### config.mk
export PLATFORM = sky130hd
export DESIGN_NAME = dwq_watch_gate
export DESIGN_NICKNAME = d
export VERILOG_FILES = /design/src/rtl/dwq_pkg.sv /design/src/rtl/dwq_slot_check.sv /design/src/rtl/dwq_report_pack.sv /design/src/rtl/dwq_watch_gate.sv
export SDC_FILE = /design/constraint.sdc
export NUM_CORES = 1
export LEC_CHECK = 0
export ABC_CLOCK_PERIOD_IN_PS = 2900
export BUFFER_PORTS_ARGS = -buffer_cell sky130_fd_sc_hd__buf_4
export CORE_MARGIN = 3
export CORE_UTILIZATION = 40
export DETAILED_ROUTE_END_ITERATION = 8
export HOLD_SLACK_MARGIN = 0.05
export PLACE_DENSITY = 0.71
export SLEW_MARGIN = 20
export SYNTH_ARGS = -nofsm -noshare
export SYNTH_HDL_FRONTEND = slang
export SYNTH_SLANG_ARGS = --single-unit
### constraint.sdc
create_clock -name clk -period 2.9 [get_ports clk]
set_input_delay 0.58 -clock clk [delete_from_list [all_inputs] [get_ports clk]]
set_output_delay 0.58 -clock clk [all_outputs]
set_load 0.005 [all_outputs]
### src/rtl/dwq_pkg.sv
package dwq_pkg;

    localparam int CTRL_W   = 32;
    localparam int PAC_LO   = 1;
    localparam int HMC_BIT  = 13;
    localparam int SSC_LO   = 14;
    localparam int LBN_LO   = 16;
    localparam int LBN_W    = 4;
    localparam int WT_BIT   = 20;
    localparam int GATE_BIT = 15;
    localparam int SYN_W    = 32;

    localparam logic [5:0]       EC_LOWER  = 6'h34;
    localparam logic [5:0]       EC_SAME   = 6'h35;
    localparam logic [5:0]       ISS_LOW   = 6'h22;
    localparam logic [SYN_W-1:0] FSR_LONG  = 32'h0000_0222;
    localparam logic [SYN_W-1:0] FSR_SHORT = 32'h0000_0002;

    typedef enum logic [1:0] {
        ST_IDLE,
        ST_DECIDE,
        ST_TAKE,
        ST_RESUME
    } dwq_state_e;

endpackage

### src/rtl/dwq_slot_check.sv
module dwq_slot_check
    import dwq_pkg::*;
#(
    parameter int NUM_BRK = 16
) (
    input  logic               raw_hit,
    input  logic [CTRL_W-1:0]  ctrl,
    input  logic [1:0]         level,
    input  logic               secure,
    input  logic [NUM_BRK-1:0] link_pass,
    output logic               qualified
);

    logic [1:0]       pac;
    logic             hmc;
    logic [1:0]       ssc;
    logic [LBN_W-1:0] lbn;
    logic             wt;
    logic             sec_ok;
    logic             lvl_ok;
    logic             link_hit;
    logic             unused_ctrl;

    assign pac = ctrl[PAC_LO +: 2];
    assign hmc = ctrl[HMC_BIT];
    assign ssc = ctrl[SSC_LO +: 2];
    assign lbn = ctrl[LBN_LO +: LBN_W];
    assign wt  = ctrl[WT_BIT];
    assign unused_ctrl = ^{ctrl[CTRL_W-1:WT_BIT+1], ctrl[HMC_BIT-1:PAC_LO+2], ctrl[0]};

    always_comb begin
        unique case (ssc)
            2'd0:    sec_ok = 1'b1;
            2'd2:    sec_ok = secure;
            default: sec_ok = ~secure;
        endcase
    end

    always_comb begin
        unique case (level)
            2'd0:    lvl_ok = pac[1];
            2'd1:    lvl_ok = pac[0];
            default: lvl_ok = hmc;
        endcase
    end

    // Index into the breakpoint result vector; indices past NUM_BRK stay 0.
    always_comb begin
        link_hit = 1'b0;
        for (int b = 0; b < NUM_BRK; b++) begin
            if (int'(lbn) == b) link_hit = link_pass[b];
        end
    end

    assign qualified = raw_hit & sec_ok & lvl_ok & (~wt | link_hit);

endmodule

### src/rtl/dwq_report_pack.sv
module dwq_report_pack
    import dwq_pkg::*;
(
    input  logic             same_level,
    input  logic             is_write,
    input  logic             long_desc,
    output logic [SYN_W-1:0] syndrome,
    output logic [SYN_W-1:0] fsr
);

    logic [5:0] ec;

    assign ec       = same_level ? EC_SAME : EC_LOWER;
    assign syndrome = {ec, 1'b1, 17'd0, 1'b0, is_write, ISS_LOW};
    assign fsr      = long_desc ? FSR_LONG : FSR_SHORT;

endmodule

### src/rtl/dwq_watch_gate.sv
module dwq_watch_gate
    import dwq_pkg::*;
#(
    parameter int NUM_SLOTS = 4,
    parameter int NUM_BRK   = 16,
    parameter int ADDR_W    = 32
) (
    input  logic                        clk,
    input  logic                        rst_n,
    input  logic                        req_valid,
    output logic                        req_ready,
    input  logic [NUM_SLOTS-1:0]        slot_hit,
    input  logic [NUM_SLOTS*CTRL_W-1:0] slot_ctrl,
    input  logic [1:0]                  cur_level,
    input  logic                        secure,
    input  logic [1:0]                  target_level,
    input  logic [31:0]                 dbg_ctrl,
    input  logic                        dbg_allowed,
    input  logic                        is_write,
    input  logic [ADDR_W-1:0]           hit_addr,
    input  logic                        long_desc,
    input  logic [NUM_BRK-1:0]          link_pass,
    output logic                        exc_valid,
    output logic [SYN_W-1:0]            exc_syndrome,
    output logic [SYN_W-1:0]            exc_fsr,
    output logic [ADDR_W-1:0]           exc_addr,
    output logic                        resume_valid
);

    localparam int CTRL_BITS = NUM_SLOTS * CTRL_W;

    dwq_state_e state_q, state_d;

    logic                   accept;
    logic [NUM_SLOTS-1:0]   hit_q;
    logic [CTRL_BITS-1:0]   ctrl_q;
    logic [1:0]             lvl_q;
    logic [1:0]             tgt_q;
    logic                   sec_q;
    logic                   gate_q;
    logic                   wr_q;
    logic                   long_q;
    logic [ADDR_W-1:0]      addr_q;
    logic [NUM_BRK-1:0]     link_q;

    logic [NUM_SLOTS-1:0]   slot_ok;
    logic                   take;
    logic [SYN_W-1:0]       syn_w;
    logic [SYN_W-1:0]       fsr_w;
    logic [SYN_W-1:0]       syn_q;
    logic [SYN_W-1:0]       fsr_q;
    logic [ADDR_W-1:0]      rep_addr_q;
    logic                   unused_dbg;

    assign unused_dbg = ^{dbg_ctrl[31:GATE_BIT+1], dbg_ctrl[GATE_BIT-1:0]};
    assign accept     = req_valid && (state_q == ST_IDLE);

    // Capture every request input on the accepting edge.
    always_ff @(posedge clk) begin
        if (!rst_n) begin
            hit_q  <= '0;
            ctrl_q <= '0;
            lvl_q  <= '0;
            tgt_q  <= '0;
            sec_q  <= 1'b0;
            gate_q <= 1'b0;
            wr_q   <= 1'b0;
            long_q <= 1'b0;
            addr_q <= '0;
            link_q <= '0;
        end else if (accept) begin
            hit_q  <= slot_hit;
            ctrl_q <= slot_ctrl;
            lvl_q  <= cur_level;
            tgt_q  <= target_level;
            sec_q  <= secure;
            gate_q <= dbg_ctrl[GATE_BIT] & dbg_allowed;
            wr_q   <= is_write;
            long_q <= long_desc;
            addr_q <= hit_addr;
            link_q <= link_pass;
        end
    end

    for (genvar s = 0; s < NUM_SLOTS; s++) begin : g_slot
        dwq_slot_check #(
            .NUM_BRK (NUM_BRK)
        ) u_slot (
            .raw_hit   (hit_q[s]),
            .ctrl      (ctrl_q[s*CTRL_W +: CTRL_W]),
            .level     (lvl_q),
            .secure    (sec_q),
            .link_pass (link_q),
            .qualified (slot_ok[s])
        );
    end

    assign take = gate_q & (|slot_ok);

    dwq_report_pack u_pack (
        .same_level (tgt_q == lvl_q),
        .is_write   (wr_q),
        .long_desc  (long_q),
        .syndrome   (syn_w),
        .fsr        (fsr_w)
    );

    always_comb begin
        state_d = state_q;
        unique case (state_q)
            ST_IDLE:   if (req_valid) state_d = ST_DECIDE;
            ST_DECIDE: state_d = take ? ST_TAKE : ST_RESUME;
            ST_TAKE:   state_d = ST_IDLE;
            ST_RESUME: state_d = ST_IDLE;
            default:   state_d = ST_IDLE;
        endcase
    end

    always_ff @(posedge clk) begin
        if (!rst_n) state_q <= ST_IDLE;
        else        state_q <= state_d;
    end

    always_ff @(posedge clk) begin
        if (!rst_n) begin
            syn_q      <= '0;
            fsr_q      <= '0;
            rep_addr_q <= '0;
        end else if (state_q == ST_DECIDE) begin
            syn_q      <= syn_w;
            fsr_q      <= fsr_w;
            rep_addr_q <= addr_q;
        end
    end

    always_comb begin
        req_ready    = 1'b0;
        exc_valid    = 1'b0;
        resume_valid = 1'b0;
        exc_syndrome = '0;
        exc_fsr      = '0;
        exc_addr     = '0;
        unique case (state_q)
            ST_IDLE:   req_ready = 1'b1;
            ST_DECIDE: ;
            ST_TAKE: begin
                exc_valid    = 1'b1;
                exc_syndrome = syn_q;
                exc_fsr      = fsr_q;
                exc_addr     = rep_addr_q;
            end
            ST_RESUME: resume_valid = 1'b1;
            default:   ;
        endcase
    end

endmodule

After elaboration in Yosys (flattened, before gate mapping)
Cells that the tools add are included.

Output and inout port bits: 99. Word-level logic and storage cells: 203. Flip-flop bits (word level): 253. Bits of input ports: 223.

Bitwise gates (word level): 23. Multiplexer cells: 83. Eq/ne operators: 70. Reduce and logical (&&, ||, !) cells: 13.

Operator list (number): $eq A4 B4 Y1 const B (32); $mux W32 (3); $mux W1 (69); $eq A4 B3 Y1 const B (16); $eq A4 B2 Y1 const B (8); $eq A4 B1 Y1 const B (4); $logic_not A4 Y1 (4); $pmux W1 S2 (8); $and A1 B1 Y1 (14); $eq A2 B2 Y1 const B (6); $logic_not A2 Y1 (6); $mux W10 (1); $pmux W2 S3 (1); $not A1 Y1 (5); $eq A2 B1 Y1 const B (2); $or A1 B1 Y1 (4); $reduce_or A4 Y1 (1); $eq A2 B2 Y1 (1); $mux W2 (1); $ne A2 B2 Y1 const B (1); $reduce_or A2 Y1 (1); $logic_and A1 B1 Y1 (1).

Depth between registers and ports, before layout
Gate-level depths: netlist (run 1).

Depth in word-level cells: 23. Gate-level depth with buffers: 7. Mapped depth without buffers: 6.

By module
Synthesis (run 1) repeated with hierarchy kept, for this count alone.

Cell total of the unflattened synthesis: 1561. Area, all modules: 12462.0 um2.

By module, submodules not included: dwq_watch_gate (times used 1, seq. area each 5725.5 um2, area each 11083.1 um2, cells each 1375); dwq_slot_check at g_slot[1].u_slot ... (times used 3, seq. area each 0.0 um2, area each 225.2 um2, cells each 29); dwq_report_pack (times used 1, seq. area each 0.0 um2, area each 488.0 um2, cells each 66); dwq_slot_check at g_slot[0].u_slot (times used 1, seq. area each 0.0 um2, area each 215.2 um2, cells each 33).

Worst setup path after synthesis (run 1)
No wires, ideal clock.

Kind: register to register. Start point: register ctrl_q[112]. End point: register state_q[0]. Path buffers: 1. Period minus slack after synthesis: 1778 ps. Data required time: 2841 ps. Data arrival time: 1719 ps. Stages on the path, launching flop included: 7. Library setup time: 59 ps. Slack: 1122 ps. Cell sequence: dfxtp_1 > clkbuf_1 > mux4_2 > nor2b_1 > a211o_1 > o2111ai_1 > a41o_1.

Cells in the longest elaborated chain, start to end: 23. Elaborated cells between the ends (all ways): 38. Classes of those cells: eq/ne: 15; mux: 18; bitwise: 3; reduce/logical: 2.

RTL lines: start: declaration (line dwq_watch_gate.sv:36) `logic [CTRL_BITS-1:0] ctrl_q;`; start signal: assignment (line dwq_watch_gate.sv:73) `ctrl_q <= slot_ctrl;`; $logic_not A4 Y1 (line dwq_slot_check.sv:51) `if (int'(lbn) == b) link_hit = link_pass[b];`; $mux W1 (15 in series) (line dwq_slot_check.sv:51); $mux W1 (*) (line dwq_slot_check.sv:51); $or A1 B1 Y1 (*) (line dwq_slot_check.sv:55) `assign qualified = raw_hit & sec_ok & lvl_ok & (~wt | link_hit);`; $and A1 B1 Y1 (*) (line dwq_slot_check.sv:55); $reduce_or A4 Y1 (*) (line dwq_watch_gate.sv:98) `assign take = gate_q & (|slot_ok);`; $and A1 B1 Y1 (*) (line dwq_watch_gate.sv:98); $mux W1 (*) (line dwq_watch_gate.sv:112) `ST_DECIDE: state_d = take ? ST_TAKE : ST_RESUME;`; $pmux W2 S3 (*) (line dwq_watch_gate.sv:110) `unique case (state_q)`; end signal: assignment (line dwq_watch_gate.sv:121) `else state_q <= state_d;`; end: declaration (line dwq_watch_gate.sv:32) `dwq_state_e state_q, state_d;`.

Mark *: on every way between the ends. The rest lies on a longest branch, timed or not. A chain may end at the register's enable or synchronous reset.

Worst setup path after layout (run 1)
Start point: register state_q[1]. End point: output port exc_syndrome[31].

Cells in the longest elaborated chain, start to end: 2.

RTL lines: $eq A2 B2 Y1 (line dwq_watch_gate.sv:143) `unique case (state_q)`; $mux W32 (line dwq_watch_gate.sv:143); end: declaration (line dwq_watch_gate.sv:24) `output logic [SYN_W-1:0] exc_syndrome,`.

Every way passes these cells.

==> results.toml, run 1 <==
[outcome]
run_status = "complete, no violations"

[place]
dp.cells = 1134
gp_routability_congestion = 0.8022
detailedPlacementHpwl_um = 10960
io_buffer_count = 149

[grt]
maximum_number_of_pins_on_one_net_before_global_route_repair = 67
grt_pass1_vias = 5096
antenna_found_initial = 0
grt_pass1_wl_um = 25680
groute.usage.overall = 0.1761
grt_overflow_total = 0

[clock_network]
clock-sinks = 138
cts-root-to-sink-buffers = 2
insertion_delay_ns = 0.42
cts_repair_resize_count = 0
cts_root_buf = "sky130_fd_sc_hd__clkbuf_16"
cts_buffers = 17
post_cts_buffers = 0
ctsHtreeMaxLevel = 4
tritoncts_clock_tree = "built"
clkSlewWorstSetupHoldPaths_ns = 0.06
hold_bufs_inserted_after_cts = 0

[timing]
timing.max_slew.rel_slack = 0.5892
timing.fmax_mhz = 446.5
clock_skew_ns = 0.009995
post-route-period-util = 0.7723
rsz0062_at_grt = "no"
tns_ns = 0
timing_worst_slew_pin_value_ns = 0.6162
max_slew_violation_count = 0
timing.final.hold_violations = 0
fin_crit_ns = 2.240
setup_viol_count_final = 0

[critical_path]
timing.critical_path.slowest_stage_cell = "sky130_fd_sc_hd__dfxtp_1"
required_ns = 2.32
worstPathBufferInverterCount = 3
critical_path_peak_fanout = 15
worstPathArrival_ns = 1.66
worst_r2r_startpoint = "ctrl_q[80]"
worst_path_dominant_cell_family = "buffers and inverters"
largest_stage_delay_on_the_critical_path_ns = 0.40
worstSetupPathType = "flop to primary output"
startpoint = "state_q[1]"
endpoint_kind = "primary output"
setup.reg_to_reg.worst_slack_ns = 0.96
critical_path.reg2reg.endpoint = "state_q[0]"
worstRegToRegCells = 6
stages_on_worst_setup_path = 5
critical-path-top-cell-by-count = "sky130_fd_sc_hd__buf_4"
worstPathCellList = "inv_1 -> nor2_2 -> buf_4 -> and2_1 -> buf_4"
startpoint_type_of_the_worst_setup_path = "flop"

[hold_path]
min_delay_worst_endpoint = "ctrl_q[111]"
hp-class = "input pin to flop"
hold_path_depth = 3
holdCritStartpoint = "slot_ctrl[111]"

[power_and_ir_drop]
pwr_cell_area_mw_per_mm2 = 627.1
irDropWorstVdd_v = 0.0003841
power.static_leakage_nw = 3.314

[synthesis]
synth.avg_cell_area_sq_um = 8.024
asyncSetResetFlopFracSynth = 0
prevailing_post_synth_register_cell = "sky130_fd_sc_hd__dfxtp_1"
yosys_register_bits = 138
synth_cell_type_count = 46
syn_inst = 828
synth-edff-count = 0
ys_warn_count = 0
synthesis.area_sq_mm = 0.006644
seq_area_frac_synth = 0.4158

[routing]
postRouteWirelength_um = 16020
drt_iter0_markers = 244
route.detailed.wl_per_inst_um = 13.74
drt_pass1_iterations = 5
postRouteAntennaNets = 0
post-route-drc-count = 0
vias = 5500
post_drt_via_cell_ratio = 4.717

[layout]
final-instance-count-excl-fill = 1166
post-route-util = 0.5168
ff_latch_area_sq_mm = 0.002763
syn_to_layout_area_delta_pct = 24.90
final_nets = 1160
multiInputGateArea_sq_mm = 0.003391
layout_cells_sized_above_1 = 0.2116
antenna-diode-count = 0
filler_cell_count = 1584

[floorplan]
fp.dieW_um = 134.9
boundaryPins = 322
rows = 46
design.die.area_sq_mm = 0.01819
design.core.area_sq_mm = 0.01606
floorplan.initialDensity = 0.4137
die-height_um = 134.9

[run]
max_cap_violations = 0
==> power by group <==
part | leakage (nW) | switching (mW) | internal, mW
logic | 1.87 | 0.391 | 0.313
clock network | 0.316 | 0.803 | 1.53
registers | 1.12 | 0.131 | 2.03
total | 3.31 | 1.33 | 3.88
==> state kept, by name, indices dropped and copies added, names as in the netlist <==
register,count
rep_addr_q,32
tgt_q,2
long_q,1
state_q,2
fsr_q,1
syn_q,3
link_q,16
ctrl_q,40
gate_q,1
wr_q,1
hit_q,4
addr_q,32
sec_q,1
lvl_q,2
==> cell usage after synthesis, drive strengths merged (2+ instances only) <==
| master | n | area share |
|---|---|---|
| nand3 | 5 | 0.0038 |
| o21ai | 11 | 0.0083 |
| o22ai | 2 | 0.0028 |
| buf | 71 | 0.076 |
| nand3b | 4 | 0.0045 |
| clkbuf | 49 | 0.028 |
| nand2 | 283 | 0.16 |
| nor2b | 6 | 0.0057 |
| xnor2 | 2 | 0.0026 |
| dfxtp | 138 | 0.42 |
| and2 | 39 | 0.037 |
| o211ai | 3 | 0.0034 |
| a31oi | 5 | 0.0047 |
| mux4 | 6 | 0.021 |
| a21oi | 6 | 0.0045 |
| nand4 | 4 | 0.0038 |
| nor2 | 9 | 0.0051 |
| mux2i | 14 | 0.021 |
| o311ai | 2 | 0.0026 |
| nor3 | 5 | 0.0038 |
| inv | 4 | 0.0023 |
| a21boi | 137 | 0.15 |
| nand2b | 2 | 0.0019 |
| nor3b | 6 | 0.0068 |
==> final cells by class <==
class	count	share of cell area
well taps	216	0.03257
multi-input cells	618	0.4086
clock buffers	22	0.05835
repair buffers	158	0.1460
inverters	4	0.001809
clock inverters	10	0.01975
flip-flops and latches	138	0.3329
==> through the flow <==
stage / setup slack (ns) / hold WS (ns) / total power [mW] / cell area [sq um]
detailed placement: 0.9921 / 0.4404 / 2.920 / 7650
global route: 0.5291 / 0.3962 / 5.456 / 8298
CTS: 0.6194 / 0.3906 / 5.272 / 8298
floorplan: 1.122 / 0.4302 / 2.670 / 6839
global placement: 1.003 / 0.4354 / 2.905 / 7650
finish: 0.6603 / 0.4065 / 5.203 / 8298
==> layout by cell type (no fill, tap or decap), types with 2 or more instances in the layout <==
cell / count
sky130_fd_sc_hd__xnor2_1: 2
sky130_fd_sc_hd__nor2b_1: 5
sky130_fd_sc_hd__nor2_1: 8
sky130_fd_sc_hd__nand3b_1: 4
sky130_fd_sc_hd__buf_12: 2
sky130_fd_sc_hd__a21oi_1: 6
sky130_fd_sc_hd__nand4_1: 4
sky130_fd_sc_hd__nand3_1: 5
sky130_fd_sc_hd__nor3_1: 5
sky130_fd_sc_hd__mux4_1: 2
sky130_fd_sc_hd__a21boi_1: 63
sky130_fd_sc_hd__clkbuf_16: 17
sky130_fd_sc_hd__conb_1: 53
sky130_fd_sc_hd__o211ai_1: 3
sky130_fd_sc_hd__nor3b_1: 6
sky130_fd_sc_hd__a31oi_1: 5
sky130_fd_sc_hd__mux2i_1: 14
sky130_fd_sc_hd__bufinv_16: 4
sky130_fd_sc_hd__clkinv_4: 3
sky130_fd_sc_hd__nand2b_1: 2
sky130_fd_sc_hd__and2_1: 38
sky130_fd_sc_hd__dfxtp_1: 138
sky130_fd_sc_hd__clkinv_2: 2
sky130_fd_sc_hd__o21ai_0: 11
sky130_fd_sc_hd__buf_4: 156
sky130_fd_sc_hd__mux4_2: 4
sky130_fd_sc_hd__clkbuf_8: 4
sky130_fd_sc_hd__a21boi_0: 74
sky130_fd_sc_hd__inv_1: 4
sky130_fd_sc_hd__nand2_1: 282
==> routing by layer <==
metal  vias up  routed length (um)  track usage
li1       2824                   -            -
met1      2505                7509       0.2443
met2       157                7407       0.2754
met3        14                 914      0.03838
met4         0                 189      0.05373
met5         -                   0            0
==> cell families after synthesis <==
logic type | after synthesis | synth area share
AND/OR/NAND/NOR | 368 | 0.2380
AO/OA/AOI/OAI | 174 | 0.1925
flip-flops | 138 | 0.4158
buffers and inverters | 124 | 0.1062
multiplexers | 21 | 0.04426
XOR/XNOR | 2 | 0.002637
other | 1 | 0.0005644
==> tightest hold or removal path, stage by stage <==
cell and delay, ns:
sky130_fd_sc_hd__buf_4 0.11, sky130_fd_sc_hd__nand2_1 0.05, sky130_fd_sc_hd__a21boi_1 0.05
==> worst max path at each step <==
| stage | to |
|---|---|
| 2_1_floorplan | state_q[0] |
| 3_3_place_gp | state_q[0] |
| 4_1_cts | exc_syndrome[31] |
| 3_5_place_dp | ctrl_q[81] |
| 6_report | exc_syndrome[31] |
| 5_1_grt | exc_syndrome[31] |
Power figures use the tool's default switching activity.
==> inputs of run 2 (changes only) <==
ABC_CLOCK_PERIOD_IN_PS = 1800   (was 2900)
PLACE_DENSITY = 0.74   (was 0.71)
clock period = 1.8 ns   (was 2.9 ns; I/O delays follow)
==> run 2 against run 1 <==
Net effect: sequential share of layout area shrank 0.85 points; worst hold slack lost 0.23 ns; final area grew 3.0%; largest cell class unchanged; largest power group is now sequential cells.
==> results.toml, run 2 (synthesized netlist as in run 1, its figures left out) <==
[outcome]
run_status = "complete, no violations"

[routing]
drt_pass1_iterations = 4
postRouteAntennaNets = 0
post-route-drc-count = 0
post_drt_via_cell_ratio = 4.694
drt_iter0_markers = 248
vias = 5595
route.detailed.wl_per_inst_um = 13.77
postRouteWirelength_um = 16420

[clock_network]
insertion_delay_ns = 0.42
cts_buffers = 17
clkSlewWorstSetupHoldPaths_ns = 0.07
ctsHtreeMaxLevel = 4
cts_root_buf = "sky130_fd_sc_hd__clkbuf_16"
cts-root-to-sink-buffers = 2
tritoncts_clock_tree = "built"
clock-sinks = 138
hold_bufs_inserted_after_cts = 0

[layout]
largest_register_ffs = 40
largestRegisters = "ctrl_q x40, addr_q x32, rep_addr_q x32"
antenna-diode-count = 0
final_nets = 1186
layout_cells_sized_above_1 = 0.2469
post-route-util = 0.5325
final_common_cell = "sky130_fd_sc_hd__nand2_1"
largest_register_by_flop_count = "ctrl_q"
multiInputGateArea_sq_mm = 0.003401
commonest_cells_after_routing_fill_and_taps_aside = "282 x sky130_fd_sc_hd__nand2_1, 171 x sky130_fd_sc_hd__buf_4, 133 x sky130_fd_sc_hd__dfxtp_1"
filler_cell_count = 1537
syn_to_layout_area_delta_pct = 28.70
ff_latch_area_sq_mm = 0.002774

[grt]
grt_pass1_vias = 5198
maximum_number_of_pins_on_one_net_before_global_route_repair = 68
groute.usage.overall = 0.1813
antenna_found_initial = 0
grt_overflow_total = 0
grt_pass1_wl_um = 26260

[timing]
setup_viol_count_final = 0
final.setup.worst_slack_ns = 0.01689
post-route-period-util = 0.9906
rsz0062_at_grt = "yes"
hold_ws_ns = 0.1797
fin_crit_ns = 1.783
max_slew_violation_count = 0
clock_skew_ns = 0.009077
tns_ns = 0
timing.fmax_mhz = 560.8
timing.final.hold_violations = 0

[hold_path]
hp-class = "input pin to flop"
hold_path_depth = 3
holdCritStartpoint = "hit_addr[5]"
min_delay_worst_endpoint = "addr_q[5]"

[power_and_ir_drop]
pwr-share-comb = 0.162
seq_power_share = 0.422
power.static_leakage_nw = 3.444
pwr_cell_area_mw_per_mm2 = 957.9
clock_power_share = 0.416
switching_power_mw = 2.338
irDropWorstVdd_v = 0.0006657
internal_power_mw = 5.852
net_sw_frac = 0.2855

[place]
io_buffer_count = 149
post-place-ws_ns = -0.02339
gp_routability_congestion = 0.8238
detailedPlacementHpwl_um = 11670

[critical_path]
setup.reg_to_reg.worst_slack_ns = 0.03
worstPathBufferInverterCount = 3
timing.critical_path.slowest_stage_cell = "sky130_fd_sc_hd__dfxtp_4"
worst_r2r_startpoint = "ctrl_q[80]"
worst_path_dominant_cell_family = "flip-flops"
worstPathArrival_ns = 1.42
required_ns = 1.44
startpoint_type_of_the_worst_setup_path = "flop"
worstSetupPathType = "flop to primary output"
critical_path_peak_fanout = 19
largest_stage_delay_on_the_critical_path_ns = 0.36
worstRegToRegCells = 6
critical_path.reg2reg.endpoint = "state_q[0]"
endpoint_kind = "primary output"
worstPathCellList = "inv_4 -> nor2_4 -> buf_12 -> and2_4 -> buf_4"

[run]
max_cap_violations = 0

[floorplan]
floorplan.initialDensity = 0.4137
design.die.area_sq_mm = 0.01819
fp.dieW_um = 134.9
design.core.area_sq_mm = 0.01606
die-height_um = 134.9
boundaryPins = 322
rows = 46
==> run 2: cell types whose count changed in the layout (fill, tap and decap cells not counted), sizes merged <==
| cell | before | now |
|---|---|---|
| buf | 158 | 184 |
| inv | 4 | 13 |
| clkbuf | 22 | 17 |
| bufinv | 4 | 1 |
| clkinv | 5 | 3 |
| clkinvlp | 1 | 2 |
==> run 2: worst max-delay path by stage <==
stage / startpoint / end / slack, ns / cells after the start
after global routing: state_q[1] / exc_syndrome[5] / -0.07 / 5
after CTS: state_q[1] / exc_addr[15] / -0.02 / 6
after detailed placement: ctrl_q[80] / state_q[0] / -0.02 / 6
after global placement: ctrl_q[80] / state_q[0] / -0.01 / 6
after floorplan: ctrl_q[112] / state_q[0] / 0.02 / 6
final: state_q[1] / exc_syndrome[25] / 0.02 / 5
==> run 2: layout make-up <==
cell class              instances  area share
clock inverters                15     0.01800
multi-input cells             618      0.3977
repair buffers                184      0.1765
clock buffers                  17     0.04975
well taps                     216     0.03161
flip-flops and latches        138      0.3244
inverters                       4    0.002049
==> run 2: metal layers <==
layer  wire (um)  up-vias  global-route usage
met4         167        0             0.06731
met3         866        9             0.03577
met2        7612      156              0.2843
met5           0        -                   0
met1        7771     2558              0.2481
li1            -     2872                   -
==> run 2: power groups by stage <==
stage | combinational (mW) | clock, mW | sequential [mW]
floorplan | 0.866 | 0 | 3.44
global placement | 1.29 | 0 | 3.51
detailed placement | 1.31 | 0 | 3.52
CTS | 1.35 | 3.48 | 3.45
global route | 1.49 | 3.62 | 3.48
finish | 1.33 | 3.41 | 3.46
==> run 2: per-stage QoR <==
step,total power [mW],std cells,area (sq um)
floorplan,4.302,880,6839
global placement,4.798,1157,7898
detailed placement,4.824,1157,7898
finish,8.191,1192,8551
CTS,8.285,1192,8548
global route,8.592,1192,8551
==> run 2: worst reg2reg max path, stage by stage (launching register included) <==
cell	delay, ns
sky130_fd_sc_hd__dfxtp_4	0.36
sky130_fd_sc_hd__mux4_2	0.49
sky130_fd_sc_hd__mux2_2	0.29
sky130_fd_sc_hd__o22ai_2	0.17
sky130_fd_sc_hd__o221ai_2	0.13
sky130_fd_sc_hd__nand4_1	0.11
sky130_fd_sc_hd__a41o_1	0.17
==> run 2: repair_timing <==
action	in CTS	in global routing
pin swaps	1	3
setup buffers	2	1
gates resized for setup	13	10
setup endpoints to repair	45	33
cloned	1	0
